--- src/rtl/aclink_pkg.sv ---
package aclink_pkg;
  localparam int TAG_W    = 16;
  localparam int SLOT_W   = 20;
  localparam int NSLOT    = 12;
  localparam int NDSLOT   = 6;
  localparam int SHORT_W  = 16;
  localparam int PAD_W    = SLOT_W - SHORT_W;
  localparam int OFF_W    = 9;
  localparam int ADDR_W   = 7;
  localparam int CID_W    = 2;
  localparam int BODY_W   = NSLOT * SLOT_W;
  localparam int FRAME_W  = TAG_W + BODY_W;
  localparam int CNT_W    = $clog2(FRAME_W);
  localparam int S1_PAD_W = SLOT_W - 1 - ADDR_W;

  // Offset range -> codec ID on the link.
  function automatic logic [CID_W-1:0] codec_of(input logic [OFF_W-1:0] off);
    return off[OFF_W-1] ? CID_W'(2) : {1'b0, off[ADDR_W]};
  endfunction

  // Register address sent in slot 1: even addresses only.
  function automatic logic [ADDR_W-1:0] reg_of(input logic [OFF_W-1:0] off);
    return off[ADDR_W-1:0] & ~ADDR_W'(1);
  endfunction

  // Narrow or full-width left-justified sample.
  function automatic logic [SLOT_W-1:0] justify(input logic [SLOT_W-1:0] s,
                                                input logic wide);
    return wide ? s : {s[SLOT_W-1:PAD_W], {PAD_W{1'b0}}};
  endfunction
endpackage

--- src/rtl/aclink_tag_gen.sv ---
module aclink_tag_gen
  import aclink_pkg::*;
(
  input  logic               cmd_pending,
  input  logic               cmd_is_read,
  input  logic [OFF_W-1:0]   cmd_offset,
  input  logic               left_vld,
  input  logic               right_vld,
  input  logic               center_vld,
  input  logic               modem_vld,
  input  logic               six_ch,
  output logic [NDSLOT:1]    slot_vld,
  output logic [TAG_W-1:0]   tag
);
  always_comb begin
    slot_vld[1] = cmd_pending;
    slot_vld[2] = cmd_pending & ~cmd_is_read;
    slot_vld[3] = left_vld;
    slot_vld[4] = right_vld;
    slot_vld[5] = modem_vld;
    slot_vld[6] = center_vld & six_ch;
  end

  always_comb begin
    tag = '0;
    tag[TAG_W-1] = |slot_vld;
    for (int s = 1; s <= NDSLOT; s++) tag[TAG_W-1-s] = slot_vld[s];
    tag[CID_W-1:0] = cmd_pending ? codec_of(cmd_offset) : '0;
  end

  always_comb begin
    assert_slot2_needs_slot1_R3: assert (!slot_vld[2] || slot_vld[1]);
  end
endmodule

--- src/rtl/aclink_slot_pack.sv ---
module aclink_slot_pack
  import aclink_pkg::*;
(
  input  logic [NDSLOT:1]     slot_vld,
  input  logic                cmd_is_read,
  input  logic [OFF_W-1:0]    cmd_offset,
  input  logic [SHORT_W-1:0]  cmd_wdata,
  input  logic [SLOT_W-1:0]   pcm_left,
  input  logic [SLOT_W-1:0]   pcm_right,
  input  logic [SLOT_W-1:0]   pcm_center,
  input  logic [SHORT_W-1:0]  modem_dac,
  input  logic                wide,
  output logic [BODY_W-1:0]   body,
  output logic [SLOT_W-1:0]   slot2_word,
  output logic [SLOT_W-1:0]   slot6_word
);
  logic [SLOT_W-1:0] words [NSLOT];

  for (genvar s = 1; s <= NSLOT; s++) begin : g_slot
    if (s == 1) begin : g_cmd
      assign words[s-1] = slot_vld[1]
        ? {cmd_is_read, reg_of(cmd_offset), {S1_PAD_W{1'b0}}} : '0;
    end else if (s == 2) begin : g_wdat
      assign words[s-1] = slot_vld[2] ? {cmd_wdata, {PAD_W{1'b0}}} : '0;
    end else if (s == 3) begin : g_left
      assign words[s-1] = slot_vld[3] ? justify(pcm_left, wide) : '0;
    end else if (s == 4) begin : g_right
      assign words[s-1] = slot_vld[4] ? justify(pcm_right, wide) : '0;
    end else if (s == 5) begin : g_modem
      assign words[s-1] = slot_vld[5] ? {modem_dac, {PAD_W{1'b0}}} : '0;
    end else if (s == 6) begin : g_center
      assign words[s-1] = slot_vld[6] ? justify(pcm_center, wide) : '0;
    end else begin : g_idle
      assign words[s-1] = '0;
    end
    assign body[BODY_W-1-(s-1)*SLOT_W -: SLOT_W] = words[s-1];
  end

  assign slot2_word = words[1];
  assign slot6_word = words[5];
endmodule

--- src/rtl/aclink_serializer.sv ---
module aclink_serializer
  import aclink_pkg::*;
(
  input  logic               clk,
  input  logic               rst_n,
  input  logic [FRAME_W-1:0] frame_in,
  output logic               sdo,
  output logic               sync,
  output logic               frame_done,
  output logic               load_evt
);
  logic [CNT_W-1:0]   bit_cnt;
  logic [FRAME_W-1:0] shreg;

  assign load_evt = (bit_cnt == '0);

  always_ff @(posedge clk or negedge rst_n) begin
    if (!rst_n) begin
      bit_cnt <= '0;
      shreg   <= '0;
    end else begin
      bit_cnt <= bit_cnt + CNT_W'(1);
      if (load_evt) shreg <= frame_in;
      else          shreg <= {shreg[FRAME_W-2:0], 1'b0};
    end
  end

  assign sdo        = shreg[FRAME_W-1];
  assign sync       = (bit_cnt >= CNT_W'(1)) && (bit_cnt <= CNT_W'(TAG_W));
  assign frame_done = (bit_cnt == CNT_W'(1));

  assert_sync_len_R1: assert property (@(posedge clk) disable iff (!rst_n)
    $fell(sync) |-> bit_cnt == CNT_W'(TAG_W + 1));
  assert_done_single_R2: assert property (@(posedge clk) disable iff (!rst_n)
    frame_done |=> !frame_done);
  assert_done_at_sync_R2: assert property (@(posedge clk) disable iff (!rst_n)
    $rose(sync) |-> frame_done);
endmodule

--- src/rtl/aclink_out_framer.sv ---
module aclink_out_framer
  import aclink_pkg::*;
(
  input  logic         bit_clk,
  input  logic         rst_n,
  input  logic         cmd_pending,
  input  logic         cmd_is_read,
  input  logic [8:0]   cmd_offset,
  input  logic [15:0]  cmd_wdata,
  input  logic [19:0]  pcm_left,
  input  logic         pcm_left_vld,
  input  logic [19:0]  pcm_right,
  input  logic         pcm_right_vld,
  input  logic [19:0]  pcm_center,
  input  logic         pcm_center_vld,
  input  logic [15:0]  modem_dac,
  input  logic         modem_dac_vld,
  input  logic         cfg_wide,
  input  logic         cfg_six_ch,
  output logic         sdata_out,
  output logic         sync_out,
  output logic         frame_done
);
  logic [NDSLOT:1]    slot_vld;
  logic [TAG_W-1:0]   tag;
  logic [BODY_W-1:0]  body;
  logic [SLOT_W-1:0]  slot2_word;
  logic [SLOT_W-1:0]  slot6_word;
  logic               load_evt;

  aclink_tag_gen u_tag (
    .cmd_pending (cmd_pending),
    .cmd_is_read (cmd_is_read),
    .cmd_offset  (cmd_offset),
    .left_vld    (pcm_left_vld),
    .right_vld   (pcm_right_vld),
    .center_vld  (pcm_center_vld),
    .modem_vld   (modem_dac_vld),
    .six_ch      (cfg_six_ch),
    .slot_vld    (slot_vld),
    .tag         (tag)
  );

  aclink_slot_pack u_pack (
    .slot_vld    (slot_vld),
    .cmd_is_read (cmd_is_read),
    .cmd_offset  (cmd_offset),
    .cmd_wdata   (cmd_wdata),
    .pcm_left    (pcm_left),
    .pcm_right   (pcm_right),
    .pcm_center  (pcm_center),
    .modem_dac   (modem_dac),
    .wide        (cfg_wide),
    .body        (body),
    .slot2_word  (slot2_word),
    .slot6_word  (slot6_word)
  );

  aclink_serializer u_ser (
    .clk        (bit_clk),
    .rst_n      (rst_n),
    .frame_in   ({tag, body}),
    .sdo        (sdata_out),
    .sync       (sync_out),
    .frame_done (frame_done),
    .load_evt   (load_evt)
  );

  assert_read_no_data_R6: assert property (@(posedge bit_clk) disable iff (!rst_n)
    (load_evt && (cmd_is_read || !cmd_pending)) |-> slot2_word == '0);
  assert_center_gated_R9: assert property (@(posedge bit_clk) disable iff (!rst_n)
    (load_evt && !cfg_six_ch) |-> slot6_word == '0);
endmodule

--- config.mk ---
export PLATFORM = sky130hd
export DESIGN_NAME = aclink_out_framer
export DESIGN_NICKNAME = d
export VERILOG_FILES = /design/src/rtl/aclink_pkg.sv /design/src/rtl/aclink_tag_gen.sv /design/src/rtl/aclink_slot_pack.sv /design/src/rtl/aclink_serializer.sv /design/src/rtl/aclink_out_framer.sv
export SDC_FILE = /design/constraint.sdc
export NUM_CORES = 1
export LEC_CHECK = 0
export ABC_AREA = 1
export BUFFER_PORTS_ARGS = -buffer_cell sky130_fd_sc_hd__buf_2
export CORE_ASPECT_RATIO = 2
export CORE_MARGIN = 2
export CORE_UTILIZATION = 56
export DETAILED_ROUTE_END_ITERATION = 8
export PLACE_DENSITY = 0.83
export REMOVE_ABC_BUFFERS = 1
export SLEW_MARGIN = 20
export SYNTH_ARGS = -nofsm -noshare
export SYNTH_HDL_FRONTEND = slang
export SYNTH_SLANG_ARGS = --single-unit
--- constraint.sdc ---
create_clock -name bit_clk -period 1.74 [get_ports bit_clk]
set_clock_uncertainty 0.1 [all_clocks]
set_input_delay 0.261 -clock bit_clk [delete_from_list [all_inputs] [get_ports bit_clk]]
set_output_delay 0.261 -clock bit_clk [all_outputs]
set_load 0.02 [all_outputs]
[After elaboration in Yosys (flattened, before gate mapping)]
Index checks and enable logic that the tools add are counted.
Storage, ports and cells
  word-level logic and storage cells: 24
  output and inout port bits: 3
  bits in registers: 264
  bits of input ports: 111
Operators by class
  equality and inequality tests: 1
  $lt $le $gt $ge: 2
  reductions and logical operators: 3
  bitwise gates (word level): 3
  multiplexer cells: 12
  add/sub/neg operators: 1
Operator list (count)
  $mux 256: 1
  $mux 20: 6
  $mux 4: 3
  $add 8x1->8 const B: 1
  $eq 8x1->1 const B: 1
  $ge 8x1->1 const B: 1
  $le 8x5->1 const B: 1
  $logic_not 8->1: 1
  $reduce_or 6->1: 1
  $mux 2: 2
  $and 1x1->1: 2
  $logic_and 1x1->1: 1
  $not 1->1: 1

[Longest topological paths before layout]
  depth in word-level cells: 4
  depth in mapped cells: 9

[Modules after synthesis]
Synthesis repeated with hierarchy kept, for this count alone.
Unflattened totals
  cells, all modules: 1581
  area, all modules: 12898.6 um2
By module, submodules not included
  aclink_serializer: area each 10473.8 um2, instances 1, cells an instance 1159
  aclink_slot_pack: area each 2250.9 um2, instances 1, cells an instance 393
  aclink_tag_gen: area each 173.9 um2, instances 1, cells an instance 29

[Worst setup path before layout]
OpenSTA, ideal clock, no wires.
  path kind: register to output
  from: reg u_ser.bit_cnt[4]
  to: out frame_done
  data required time: 1.379 ns
  data arrival time: 1.163 ns
  slack: 0.216 ns
  stages on the path, launching flop included: 5
  path through: dfrtp_1 -> buf_2 -> nor2_2 -> nand2_2 -> nor3_1
Between the ends
  longest elaborated chain between the ends: 1
Ends and longest elaborated chain
  start: declaration: RTL line aclink_serializer.sv:12  | logic [CNT_W-1:0] bit_cnt;
  start signal: assignment: RTL line aclink_serializer.sv:22  | bit_cnt <= bit_cnt + CNT_W'(1);
  $eq 8x1->1: RTL line aclink_serializer.sv:30  | assign frame_done = (bit_cnt == CNT_W'(1));
  end: declaration: RTL line aclink_out_framer.sv:22  | output logic frame_done
No other way between the ends.

[Final worst setup path]
  from: reg u_ser.bit_cnt[2]
  to: out sync_out
Between the ends
  longest elaborated chain between the ends: 2
  elaborated cells between the ends (all ways): 3
Ends and longest elaborated chain
  $ge 8x1->1 or $le 8x5->1 (tied branches): RTL line aclink_serializer.sv:29  | assign sync = (bit_cnt >= CNT_W'(1)) && (bit_cnt <= CNT_W'(TAG_W));
  $logic_and 1x1->1 *: RTL line aclink_serializer.sv:29
  end: declaration: RTL line aclink_out_framer.sv:21  | output logic sync_out,
Every way passes the cells marked *; elsewhere a longest branch is shown, timed or not.

==> impl_metrics.ini <==
[yosys]
yosys-top-cells-area = dfrtp_1, nand2_1, inv_1
synth_common_cells = nand2_1, dfrtp_1, inv_1
yosys.area_share.adder = 0.00791
synth_area_per_cell_um2 = 7.71
synth_simple_gate_area_share = 0.303
synth_compound_area_frac = 0.000791
ys_ff_latch = 144
syn_inst = 821
yosys-mux-area-fraction = 0
ys_seq_area_frac = 0.570
synth_top_family_by_area = simple AND/OR/NAND/NOR gates
netlist.top_cell.by_area = dfrtp_1
ys_warn_count = 0
synthXorXnorAreaFrac = 0.00415
synth_edf_count = 0
yosys.cell_types.count = 20
yosysMostFrequentCell = nand2_1
synthFlopType = dfrtp_1
synth_top_cell_area_share = 0.570
syn_area_um2 = 6330
async_reset_ff_frac = 1.00

[floorplanning]
start_util = 0.578
dieWidth_um = 79.2
ios = 114
die-area_um2 = 12200
dieHeight_um = 154
core-area_um2 = 10900
num_rows = 54

[global_route]
antenna_found_initial = 1
grt_pass1_wl_um = 21800
grt_pass1_vias = 4920
grt_start_max_net_pins = 76
overflow = 0
track_usage = 0.230

[place]
dp_hpwl_um = 8080
dp.cells = 1051
gp_congestion = 0.765
portBuffers = 112

[timing]
setup_viol = 2
setup_ws_ns = -0.234
rsz0062_at_grt = yes
clock.fmax_mhz = 507
relSlewSlack = 0.666
layout_worst_path_cycle_share = 1.13
period_minus_slack_ns = 1.97
tightest_slew_ns = 0.500
hold_violations = 0
slew_viol_final = 0

[outcome]
violations = negative setup slack
outcome = finished with violations

[setup_path]
path_max_fanout = 6
critPathLaunchType = flip-flop
critical_path_class = flip-flop to primary output
arrival_ns = 1.61
required_ns = 1.38
end_kind = primary output

[drt]
drt_pre_antenna_iters = 5
dr.max_layer_used = met4
drc_errors = 0
antenna_left = 0
wl_per_cell_um = 11.9
drt_iter0_markers = 405
met2_length_um = 7270
viasPerCell = 4.59
drt-met1-wl_um = 5150
wl_um = 13000
vias = 5003
dr_wl_met3_um = 386

[finish]
drive_gt1_frac = 0.190
final_util = 0.707
fin_nets = 1054
area_growth_pct = 22.4
final_cells = 1090

[clock_tree]
cts_tree = yes
cts_buffer_depth = 2
cts_max_level = 4
clk_pin_slew_ns = 0.06
clock_latency_ns = 0.41
root_buffer = clkbuf_16
numCtsBuffers = 17
clock_sinks = 144

[run]
drv_cap = 0

[power_and_ir_drop]
powerDensity_nw_per_um2 = 963
ir_drop_uv = 885
p_leak_nw = 4.86

[worst_hold_path]
worst_hold_path_type = input pin to flip-flop
[per-layer routing]
metal  GRT usage  up-vias
met1       0.273     2309
met5           0        -
met3      0.0490       15
li1            -     2566
met4      0.0936        0
met2       0.401      113
[timing repair]
| item | CTS | global route |
|---|---|---|
| hold buffers | 2 | 0 |
| gates resized for setup | 16 | 4 |
| setup buffers | 6 | 1 |
| pin swaps | 4 | 3 |
| endpoints found under the setup margin | 2 | 26 |
| endpoints found under the hold margin | 43 | 0 |
[final timing paths]
check	start	endpoint	slack, ns	cells after the start
worst max register to register	u_ser.bit_cnt[2]	u_ser.shreg[218]	0.09	6
worst max-delay path	u_ser.bit_cnt[2]	sync_out	-0.23	6
worst min-delay path	cmd_offset[5]	u_ser.shreg[237]	0.03	5
min in group asynchronous	rst_n	u_ser.shreg[128]	0.25	2
worst min register to register	u_ser.shreg[250]	u_ser.shreg[251]	0.34	2
max in group asynchronous	rst_n	u_ser.shreg[254]	0.72	3
[kinds of logic after synthesis]
group                      Yosys count
and+or+nand+nor                    501
buffers and inverters              168
AOI/OAI and AO/OA                    1
adders and majority gates            4
DFF                                144
xor gates and xnor gates             3
[cell type report]
class,instances,area (um^2)
flip-flops and latches,144,3600
fillers,870,3200
multi-input cells,509,2060
repair buffers,136,831
inverters,131,494
clock buffers,18,439
well taps,140,175
clock inverters,11,141
diodes,1,2.50
[layout by cell type (no fill, tap or decap), types with 4 or more instances in the layout]
cell type / n
clkbuf_16: 17
clkinv_2: 5
nand3_1: 5
nand2_1: 402
inv_1: 126
dfrtp_1: 144
inv_2: 4
buf_6: 4
buf_4: 16
buf_2: 109
buf_12: 5
nor2_1: 81
[sequential cells by signal, summed over array words and instances (netlist names)]
signal and cells:
u_ser.bit_cnt 8, u_ser.shreg 136
[worst max-delay path: stages (launching register included)]
cell and delay, ns:
dfrtp_1 0.45, nor2_2 0.22, nand2_2 0.12, nand2_1 0.09
nand2_1 0.07, nor2_1 0.11, buf_4 0.15
[stage by stage]
stage	hold WS [ns]	worst slack (ns)	instance area [um^2]	total power [W]	setup TNS [ns]
finish	0.0261	-0.234	7740	0.00746	-0.375
detailed placement	0.136	0.0816	7010	0.00394	0
floorplan	-0.135	-0.816	6090	0.00367	-108.48
CTS	0.0176	-0.137	7720	0.00753	-0.267
global placement	0.124	0.119	7010	0.00393	0
global route	0.0331	-0.313	7740	0.00777	-0.520
[power by group]
part           internal, W  leakage, nW  total (W)  switching [W]
clock              0.00226        0.291    0.00357        0.00131
combinational     0.000179         2.64   0.000428       0.000249
sequential         0.00343         1.93    0.00346      0.0000239
Power figures use the tool's default switching activity.
